File: config.mk
export PLATFORM = sky130hd
export DESIGN_NAME = uart16_core
export DESIGN_NICKNAME = d
export VERILOG_FILES = /design/src/rtl/uart16_pkg.sv /design/src/rtl/uart16_baud.sv /design/src/rtl/uart16_fifo.sv /design/src/rtl/uart16_tx.sv /design/src/rtl/uart16_rx.sv /design/src/rtl/uart16_core.sv
export SDC_FILE = /design/constraint.sdc
export NUM_CORES = 1
export LEC_CHECK = 0
export BUFFER_PORTS_ARGS = -buffer_cell sky130_fd_sc_hd__buf_4
export CAP_MARGIN = 0
export CORE_MARGIN = 3
export CORE_UTILIZATION = 60
export CTS_CLUSTER_DIAMETER = 120
export DETAILED_ROUTE_END_ITERATION = 16
export GPL_TIMING_DRIVEN = 0
export PLACE_DENSITY = 0.77
export SYNTH_ARGS = -nofsm -noshare
export SYNTH_HDL_FRONTEND = slang
export SYNTH_SLANG_ARGS = --single-unit
File: constraint.sdc
create_clock -name clk -period 4.55 [get_ports clk]
set_input_delay 1.1375 -clock clk [delete_from_list [all_inputs] [get_ports clk]]
set_output_delay 1.1375 -clock clk [all_outputs]
set_load 0.02 [all_outputs]
File: src/rtl/uart16_pkg.sv
package uart16_pkg;

    localparam int DATA_W      = 8;
    localparam int DIV_W       = 2 * DATA_W;
    localparam int OVERSAMPLE  = 16;
    localparam int BUS_ADDR_W  = 5;

    typedef enum logic [2:0] {
        REG_DATA = 3'd0,
        REG_IEN  = 3'd1,
        REG_FIFO = 3'd2,
        REG_LCTL = 3'd3,
        REG_MCTL = 3'd4,
        REG_LSTA = 3'd5,
        REG_MSTA = 3'd6,
        REG_TOUT = 3'd7
    } reg_idx_e;

    localparam int LCTL_BANK_BIT = 7;
    localparam int FCTL_EN_BIT   = 0;
    localparam int FCTL_RXCLR    = 1;
    localparam int FCTL_TXCLR    = 2;

    typedef enum logic [1:0] {
        LN_IDLE,
        LN_START,
        LN_DATA,
        LN_STOP
    } line_st_e;

    typedef struct packed {
        logic tx_quiet;
        logic tx_room;
        logic frame_err;
        logic overrun;
        logic rx_ready;
    } line_stat_t;

    function automatic logic [DATA_W-1:0] pack_status(line_stat_t s);
        return {1'b0, s.tx_quiet, s.tx_room, 1'b0, s.frame_err, 1'b0, s.overrun, s.rx_ready};
    endfunction

    function automatic logic [DATA_W-1:0] pack_ident(logic fifo_on);
        return {fifo_on, fifo_on, 5'b00000, 1'b1};
    endfunction

endpackage

File: src/rtl/uart16_baud.sv
module uart16_baud
    import uart16_pkg::*;
#(
    parameter int DW = DIV_W
) (
    input  logic          clk,
    input  logic          rst,
    input  logic [DW-1:0] divisor,
    output logic          tick
);
    logic [DW:0] cnt;
    logic [DW:0] last;

    assign last = {1'b0, divisor} + (DW+1)'(1);

    always_ff @(posedge clk) begin
        if (rst) begin
            cnt  <= '0;
            tick <= 1'b0;
        end else if (cnt >= last) begin
            cnt  <= '0;
            tick <= 1'b1;
        end else begin
            cnt  <= cnt + (DW+1)'(1);
            tick <= 1'b0;
        end
    end

    // period is at least two cycles, so ticks never come back to back
    a_r3_tick_gap: assert property (@(posedge clk) disable iff (rst) tick |=> !tick);

endmodule

File: src/rtl/uart16_fifo.sv
module uart16_fifo #(
    parameter int W     = 8,
    parameter int DEPTH = 4
) (
    input  logic         clk,
    input  logic         rst,
    input  logic         clr,
    input  logic         push,
    input  logic [W-1:0] din,
    input  logic         pop,
    output logic [W-1:0] dout,
    output logic         empty,
    output logic         full
);
    localparam int AW = (DEPTH > 1) ? $clog2(DEPTH) : 1;

    logic [W-1:0]  mem [DEPTH];
    logic [AW-1:0] wr_ptr, rd_ptr;
    logic [AW:0]   cnt;
    logic          do_push, do_pop;

    assign empty   = (cnt == '0);
    assign full    = (cnt == (AW+1)'(DEPTH));
    assign do_push = push && !full;
    assign do_pop  = pop && !empty;
    assign dout    = mem[rd_ptr];

    function automatic logic [AW-1:0] bump(logic [AW-1:0] p);
        return (p == AW'(DEPTH-1)) ? '0 : p + AW'(1);
    endfunction

    always_ff @(posedge clk) begin
        if (do_push) mem[wr_ptr] <= din;
    end

    always_ff @(posedge clk) begin
        if (rst || clr) begin
            wr_ptr <= '0;
            rd_ptr <= '0;
            cnt    <= '0;
        end else begin
            if (do_push) wr_ptr <= bump(wr_ptr);
            if (do_pop)  rd_ptr <= bump(rd_ptr);
            case ({do_push, do_pop})
                2'b10:   cnt <= cnt + (AW+1)'(1);
                2'b01:   cnt <= cnt - (AW+1)'(1);
                default: cnt <= cnt;
            endcase
        end
    end

    // occupancy never exceeds the depth
    a_r6_cnt_bound: assert property (@(posedge clk) disable iff (rst) cnt <= (AW+1)'(DEPTH));
    // a push into a full queue without a pop leaves it full
    a_r6_full_drop: assert property (@(posedge clk) disable iff (rst)
        (full && push && !pop && !clr) |=> full);
    // a clear empties the queue on the next cycle
    a_r10_clr_empty: assert property (@(posedge clk) disable iff (rst) clr |=> empty);

endmodule

File: src/rtl/uart16_tx.sv
module uart16_tx
    import uart16_pkg::*;
(
    input  logic              clk,
    input  logic              rst,
    input  logic              tick,
    input  logic              q_empty,
    input  logic [DATA_W-1:0] q_data,
    output logic              q_pop,
    output logic              txd,
    output logic              busy
);
    localparam int TW = $clog2(OVERSAMPLE);
    localparam logic [TW-1:0] LAST = TW'(OVERSAMPLE - 1);

    line_st_e          st;
    logic [TW-1:0]     tcnt;
    logic [2:0]        bidx;
    logic [DATA_W-1:0] shr;

    assign q_pop = (st == LN_IDLE) && tick && !q_empty;
    assign busy  = (st != LN_IDLE);

    always_ff @(posedge clk) begin
        if (rst) begin
            st   <= LN_IDLE;
            txd  <= 1'b1;
            tcnt <= '0;
            bidx <= '0;
            shr  <= '0;
        end else if (tick) begin
            case (st)
                LN_IDLE: begin
                    if (!q_empty) begin
                        shr  <= q_data;
                        st   <= LN_START;
                        txd  <= 1'b0;
                        tcnt <= '0;
                    end
                end
                LN_START: begin
                    if (tcnt == LAST) begin
                        st   <= LN_DATA;
                        txd  <= shr[0];
                        bidx <= '0;
                        tcnt <= '0;
                    end else begin
                        tcnt <= tcnt + TW'(1);
                    end
                end
                LN_DATA: begin
                    if (tcnt == LAST) begin
                        tcnt <= '0;
                        if (bidx == 3'd7) begin
                            st  <= LN_STOP;
                            txd <= 1'b1;
                        end else begin
                            bidx <= bidx + 3'd1;
                            shr  <= shr >> 1;
                            txd  <= shr[1];
                        end
                    end else begin
                        tcnt <= tcnt + TW'(1);
                    end
                end
                default: begin
                    if (tcnt == LAST) begin
                        st <= LN_IDLE;
                    end else begin
                        tcnt <= tcnt + TW'(1);
                    end
                end
            endcase
        end
    end

    // taking a character from the queue starts a low start bit
    a_r4_start_low: assert property (@(posedge clk) disable iff (rst) q_pop |=> (!txd && busy));

endmodule

File: src/rtl/uart16_rx.sv
module uart16_rx
    import uart16_pkg::*;
(
    input  logic              clk,
    input  logic              rst,
    input  logic              tick,
    input  logic              rxd,
    output logic              got,
    output logic [DATA_W-1:0] data,
    output logic              bad_stop
);
    localparam int TW = $clog2(OVERSAMPLE);
    localparam logic [TW-1:0] HALF = TW'(OVERSAMPLE/2 - 1);
    localparam logic [TW-1:0] LAST = TW'(OVERSAMPLE - 1);

    logic [1:0]    sync;
    logic          prev;
    logic          line;
    logic          fall;
    line_st_e      st;
    logic [TW-1:0] tcnt;
    logic [2:0]    bidx;

    assign line = sync[1];
    assign fall = prev && !line;

    always_ff @(posedge clk) begin
        if (rst) begin
            sync <= 2'b11;
            prev <= 1'b1;
        end else begin
            sync <= {sync[0], rxd};
            prev <= line;
        end
    end

    always_ff @(posedge clk) begin
        if (rst) begin
            st       <= LN_IDLE;
            tcnt     <= '0;
            bidx     <= '0;
            data     <= '0;
            got      <= 1'b0;
            bad_stop <= 1'b0;
        end else begin
            got <= 1'b0;
            case (st)
                LN_IDLE: begin
                    if (fall) begin
                        st   <= LN_START;
                        tcnt <= '0;
                    end
                end
                LN_START: begin
                    if (tick) begin
                        if (tcnt == HALF) begin
                            tcnt <= '0;
                            bidx <= '0;
                            st   <= line ? LN_IDLE : LN_DATA;
                        end else begin
                            tcnt <= tcnt + TW'(1);
                        end
                    end
                end
                LN_DATA: begin
                    if (tick) begin
                        if (tcnt == LAST) begin
                            tcnt <= '0;
                            data <= {line, data[DATA_W-1:1]};
                            if (bidx == 3'd7) st <= LN_STOP;
                            else              bidx <= bidx + 3'd1;
                        end else begin
                            tcnt <= tcnt + TW'(1);
                        end
                    end
                end
                default: begin
                    if (tick) begin
                        if (tcnt == LAST) begin
                            got      <= 1'b1;
                            bad_stop <= !line;
                            st       <= LN_IDLE;
                        end else begin
                            tcnt <= tcnt + TW'(1);
                        end
                    end
                end
            endcase
        end
    end

    // a received character is reported for a single cycle
    a_r7_got_pulse: assert property (@(posedge clk) disable iff (rst) got |=> !got);

endmodule

File: src/rtl/uart16_core.sv
module uart16_core
    import uart16_pkg::*;
#(
    parameter int FIFO_DEPTH = 4
) (
    input  logic                  clk,
    input  logic                  rst,
    input  logic [BUS_ADDR_W-1:0] bus_addr,
    input  logic                  bus_we,
    input  logic                  bus_re,
    input  logic [DATA_W-1:0]     bus_wdata,
    output logic [DATA_W-1:0]     bus_rdata,
    input  logic                  rxd,
    output logic                  txd
);
    logic [DATA_W-1:0] div_lo, div_hi, ien_q, lctl_q, mctl_q, tout_q;
    logic              fifo_on, fe_flag, oe_flag;
    logic              aligned, bank;
    reg_idx_e          idx;
    logic              tick;

    logic              txq_push, txq_pop, txq_empty, txq_full, txq_clr, tx_busy;
    logic [DATA_W-1:0] txq_dout;
    logic              rxq_pop, rxq_empty, rxq_full, rxq_clr;
    logic [DATA_W-1:0] rxq_dout;
    logic              rx_got, rx_bad;
    logic [DATA_W-1:0] rx_data;
    logic              wr_ok, rd_ok, stat_rd;
    line_stat_t        stat;

    assign aligned = (bus_addr[1:0] == 2'b00);
    assign idx     = reg_idx_e'(bus_addr[4:2]);
    assign bank    = lctl_q[LCTL_BANK_BIT];
    assign wr_ok   = bus_we && aligned;
    assign rd_ok   = bus_re && aligned;

    assign txq_push = wr_ok && (idx == REG_DATA) && !bank;
    assign rxq_pop  = rd_ok && (idx == REG_DATA) && !bank;
    assign txq_clr  = wr_ok && (idx == REG_FIFO) && bus_wdata[FCTL_TXCLR];
    assign rxq_clr  = wr_ok && (idx == REG_FIFO) && bus_wdata[FCTL_RXCLR];
    assign stat_rd  = rd_ok && (idx == REG_LSTA);

    uart16_baud #(.DW(DIV_W)) baud_i (
        .clk     (clk),
        .rst     (rst),
        .divisor ({div_hi, div_lo}),
        .tick    (tick)
    );

    uart16_fifo #(.W(DATA_W), .DEPTH(FIFO_DEPTH)) txq_i (
        .clk   (clk),
        .rst   (rst),
        .clr   (txq_clr),
        .push  (txq_push),
        .din   (bus_wdata),
        .pop   (txq_pop),
        .dout  (txq_dout),
        .empty (txq_empty),
        .full  (txq_full)
    );

    uart16_tx tx_i (
        .clk     (clk),
        .rst     (rst),
        .tick    (tick),
        .q_empty (txq_empty),
        .q_data  (txq_dout),
        .q_pop   (txq_pop),
        .txd     (txd),
        .busy    (tx_busy)
    );

    uart16_rx rx_i (
        .clk      (clk),
        .rst      (rst),
        .tick     (tick),
        .rxd      (rxd),
        .got      (rx_got),
        .data     (rx_data),
        .bad_stop (rx_bad)
    );

    uart16_fifo #(.W(DATA_W), .DEPTH(FIFO_DEPTH)) rxq_i (
        .clk   (clk),
        .rst   (rst),
        .clr   (rxq_clr),
        .push  (rx_got),
        .din   (rx_data),
        .pop   (rxq_pop),
        .dout  (rxq_dout),
        .empty (rxq_empty),
        .full  (rxq_full)
    );

    always_ff @(posedge clk) begin
        if (rst) begin
            div_lo  <= '0;
            div_hi  <= '0;
            ien_q   <= '0;
            lctl_q  <= '0;
            mctl_q  <= '0;
            tout_q  <= '0;
            fifo_on <= 1'b0;
        end else if (wr_ok) begin
            case (idx)
                REG_DATA: if (bank) div_lo <= bus_wdata;
                REG_IEN:  if (bank) div_hi <= bus_wdata;
                          else      ien_q  <= bus_wdata;
                REG_FIFO: fifo_on <= bus_wdata[FCTL_EN_BIT];
                REG_LCTL: lctl_q  <= bus_wdata;
                REG_MCTL: mctl_q  <= bus_wdata;
                REG_TOUT: tout_q  <= bus_wdata;
                default:  ;
            endcase
        end
    end

    always_ff @(posedge clk) begin
        if (rst) begin
            fe_flag <= 1'b0;
            oe_flag <= 1'b0;
        end else begin
            if (rx_got && rx_bad)        fe_flag <= 1'b1;
            else if (stat_rd)            fe_flag <= 1'b0;
            if (rx_got && rxq_full)      oe_flag <= 1'b1;
            else if (stat_rd)            oe_flag <= 1'b0;
        end
    end

    always_comb begin
        stat.rx_ready  = !rxq_empty;
        stat.overrun   = oe_flag;
        stat.frame_err = fe_flag;
        stat.tx_room   = txq_empty;
        stat.tx_quiet  = txq_empty && !tx_busy;
    end

    always_comb begin
        bus_rdata = '0;
        if (aligned) begin
            case (idx)
                REG_DATA: bus_rdata = bank ? div_lo : rxq_dout;
                REG_IEN:  bus_rdata = bank ? div_hi : ien_q;
                REG_FIFO: bus_rdata = pack_ident(fifo_on);
                REG_LCTL: bus_rdata = lctl_q;
                REG_MCTL: bus_rdata = mctl_q;
                REG_LSTA: bus_rdata = pack_status(stat);
                REG_MSTA: bus_rdata = '0;
                default:  bus_rdata = tout_q;
            endcase
        end
    end

    // a status read with no new character arriving leaves both error flags clear
    a_r9_flags_clear: assert property (@(posedge clk) disable iff (rst)
        (stat_rd && !rx_got) |=> (!fe_flag && !oe_flag));
    // a character with a low stop bit raises the framing flag
    a_r8_fe_set: assert property (@(posedge clk) disable iff (rst)
        (rx_got && rx_bad) |=> fe_flag);

endmodule

==> metrics <==
number of fill cells 1088; first-pass GRT wire length 33700 um; FF-to-FF End baud_i.cnt[9]; DR WL/cell 18.9 um; Post-DP Area 9430 sq um; initial drt markers 528; RR Startpoint div_lo[0]; most common cell in the synthesized netlist dfxtp_1; WHS Path Cells 1; # diodes 0; largest family of logic cells by synthesized area simple AND/OR/NAND/NOR gates; post-cts sizing count 0; num ports 27; Root Buffer clkbuf_16; total CTS buffers 17; #FFs+latches synth 191; M1 WL 8830 um; vias in the first global route 6695; initial antenna violation count 0; internal reg-to-reg setup slack 1.05 ns; layout cell share with drive strength beyond 1 13.0%; HP Class flip-flop to flip-flop; Clk pin slew, worst setup/hold paths 0.08 ns; post-route clock skew 0.00901 ns; Worst Min Path Start rx_i.sync[0]; setup bufs post-CTS 0; unique cell type count in the Yosys netlist 68; Die Wd 129 um; post-synth top area share 28.2%; routability cong. 0.928; main area contributors after synthesis dfxtp_1 28%, edfxtp_1 21%, mux2i_1 7.4%; Setup violations, final 0; multiplexer share of the synthesized area 12.3%; Worst Path Required 3.41 ns; Peak VDD IR 0.355 mV; Worst Reg-to-Reg Cells 12; final instance area 10000 sq um; drt drc 0; Register Area 4460 sq um; clk sinks 191; CTS tree built; Final WS setup 0.554 ns; Die H 129 um; worst setup path category input port to primary output; Syn. warnings 0; WL final 20700 um; end of the worst hold path rx_i.sync[1]; status finished clean; Top Layer Used met4; Initial Util 61.6%; crit-path max FO 10; FP Rows 44; Post-Synth Adder-Cell Area 6.13%; Post-synth top flop dfxtp_1; Die Area 16500 sq um; Max clock buf depth 2; Routed Antenna Nets 0; Lkg Pwr 3.79 nW; asr flop ratio synth 0%; final worst path period need 4.00 ns; worst rel slew slack 32.0%; HPWL Detailed 14900 um; post-synthesis xor/xnor area fraction 3.50%; htree depth 4; Multi-input gate area 4290 sq um; clk_lat worst skew 0.44 ns; PwrDens 351 nW/um^2; fin nets 960; pin count of the biggest net entering global routing 22; Final Hold Viols 0; synthesized area per cell 10.5 sq um; Core ar. 14600 sq um; CTS Hold Bufs 0; cell count after synthesis 856; post-synth top area cell dfxtp_1; Total Neg Setup Slack 0 ns; Final Cycle Share 87.8%; Syn Std Cell Area 9020 sq um; Max Clk Rate 0.250 GHz; dpl ws 0.669 ns; Total GRT Usage 26.1%; most frequent cells after synthesis 127 x dfxtp_1, 122 x nor2_1, 76 x nand2_1; worst slew pin tran 0.994 ns; Area growth syn-to-layout 11.4%; maxcap violations 0; GRT overflow 0; critical path launch point type input port; DR vias 6667; WP data arrival 2.86 ns; Post-Synth Simple-Gate Area 16.9%; Final Max Slew Viols 0; Seq/Total Area, Yosys 49.5%; DRT Pass-1 Iters 5; number of flops mapped to enable cells by yosys 64; Worst setup EP type primary output; routed wl met3 1320 um; Net Count, Synth 917; met2 wire len 9980 um; RSZ-0062 raised after global routing no; drt via density 6.08; Synth Area in Compound Gates 8.77%; IO buf count 24
==> placed cells by master, fill, tap and decap left out, drive strengths merged, types with 3 or more instances in the layout <==
cell	count
clkinv	8
a211oi	4
mux2i	67
buf	44
nand4	11
and2	9
a21oi	44
edfxtp	64
nor3b	3
nand3	33
ha	41
dfxtp	127
mux4	16
clkbuf	34
or2	9
xnor2	14
nor2b	10
o221ai	3
a22oi	3
inv	30
o21ai	19
xor2	22
nand2	76
nor2	122
and4	5
and3	12
a21o	3
a31oi	8
nand2b	4
a311oi	10
or3	5
mux2	7
o22ai	4
nor3	11
==> through the flow <==
step / utilization [%] / cells / hold slack [ns] / power [W]
4_1_cts: 68.6 / 1096 / 0.427 / 0.00354
3_5_place_dp: 64.4 / 1064 / 0.403 / 0.00206
6_report: 68.6 / 1096 / 0.425 / 0.00352
5_1_grt: 68.6 / 1096 / 0.437 / 0.00363
3_3_place_gp: 64.4 / 1064 / 0.409 / 0.00205
2_1_floorplan: - / 856 / 0.389 / 0.00197
==> power by group <==
group / total, W / internal (W) / leakage, nW / switching, W
registers: 0.00179 / 0.00177 / 1.61 / 0.0000151
clock network: 0.00150 / 0.000751 / 0.296 / 0.000752
logic: 0.000235 / 0.0000792 / 1.89 / 0.000156
total: 0.00352 / 0.00260 / 3.79 / 0.000923
==> area by class of cell <==
cell class	instances	share of cell area (%)
well taps	184	2.29
multi-input cells	604	42.7
clock buffers	17	4.23
clock inverters	15	1.89
flip-flops and latches	191	44.4
inverters	24	0.897
plain buffers	37	1.76
repair buffers	24	1.79
==> state kept, by name, indices dropped and copies added, names as in the netlist, 4 cells and up, named ones only <==
name,flops
ien_q,8
div_lo,8
rxq_i.mem,32
baud_i.cnt,17
mctl_q,8
tout_q,8
rx_i.tcnt,4
rx_i.data,8
lctl_q,8
div_hi,8
txq_i.mem,32
tx_i.shr,8
tx_i.tcnt,4
==> cell families (layout without fill, tap and decap cells) <==
family,count (synthesis),after routing
AO/OA/AOI/OAI,115,115
XOR/XNOR,36,36
adder cells (fa/ha/maj),43,43
buffers and inverters,61,117
flip-flops,191,191
multiplexers,90,90
AND/OR/NAND/NOR,320,320
==> how the worst max path moves through the flow <==
stage                      from           end  slack, ns  cells after the start
finish              bus_addr[3]  bus_rdata[0]       0.55                      9
global placement    bus_addr[3]  bus_rdata[0]       0.70                      9
CTS                 bus_addr[3]  bus_rdata[0]       0.66                      9
detailed placement  bus_addr[3]  bus_rdata[0]       0.67                      9
global route        bus_addr[3]  bus_rdata[0]       0.45                      9
floorplan           bus_addr[2]  bus_rdata[1]       1.12                      6
==> per-layer routing <==
metal | GRT usage, % | vias up
met2 | 42.8 | 247
met3 | 6.56 | 51
met1 | 34.1 | 3212
met5 | 0 | -
li1 | - | 3157
met4 | 9.08 | 0
==> critical path, stage by stage <==
cell      delay (ns)
buf_4           0.11
buf_2           0.18
nor2_1          0.16
clkbuf_1        0.41
nand2_1         0.12
a31oi_1         0.20
o221ai_1        0.14
o21ai_0         0.19
buf_4           0.21
Note: power is estimated with default switching activity, not from simulation.
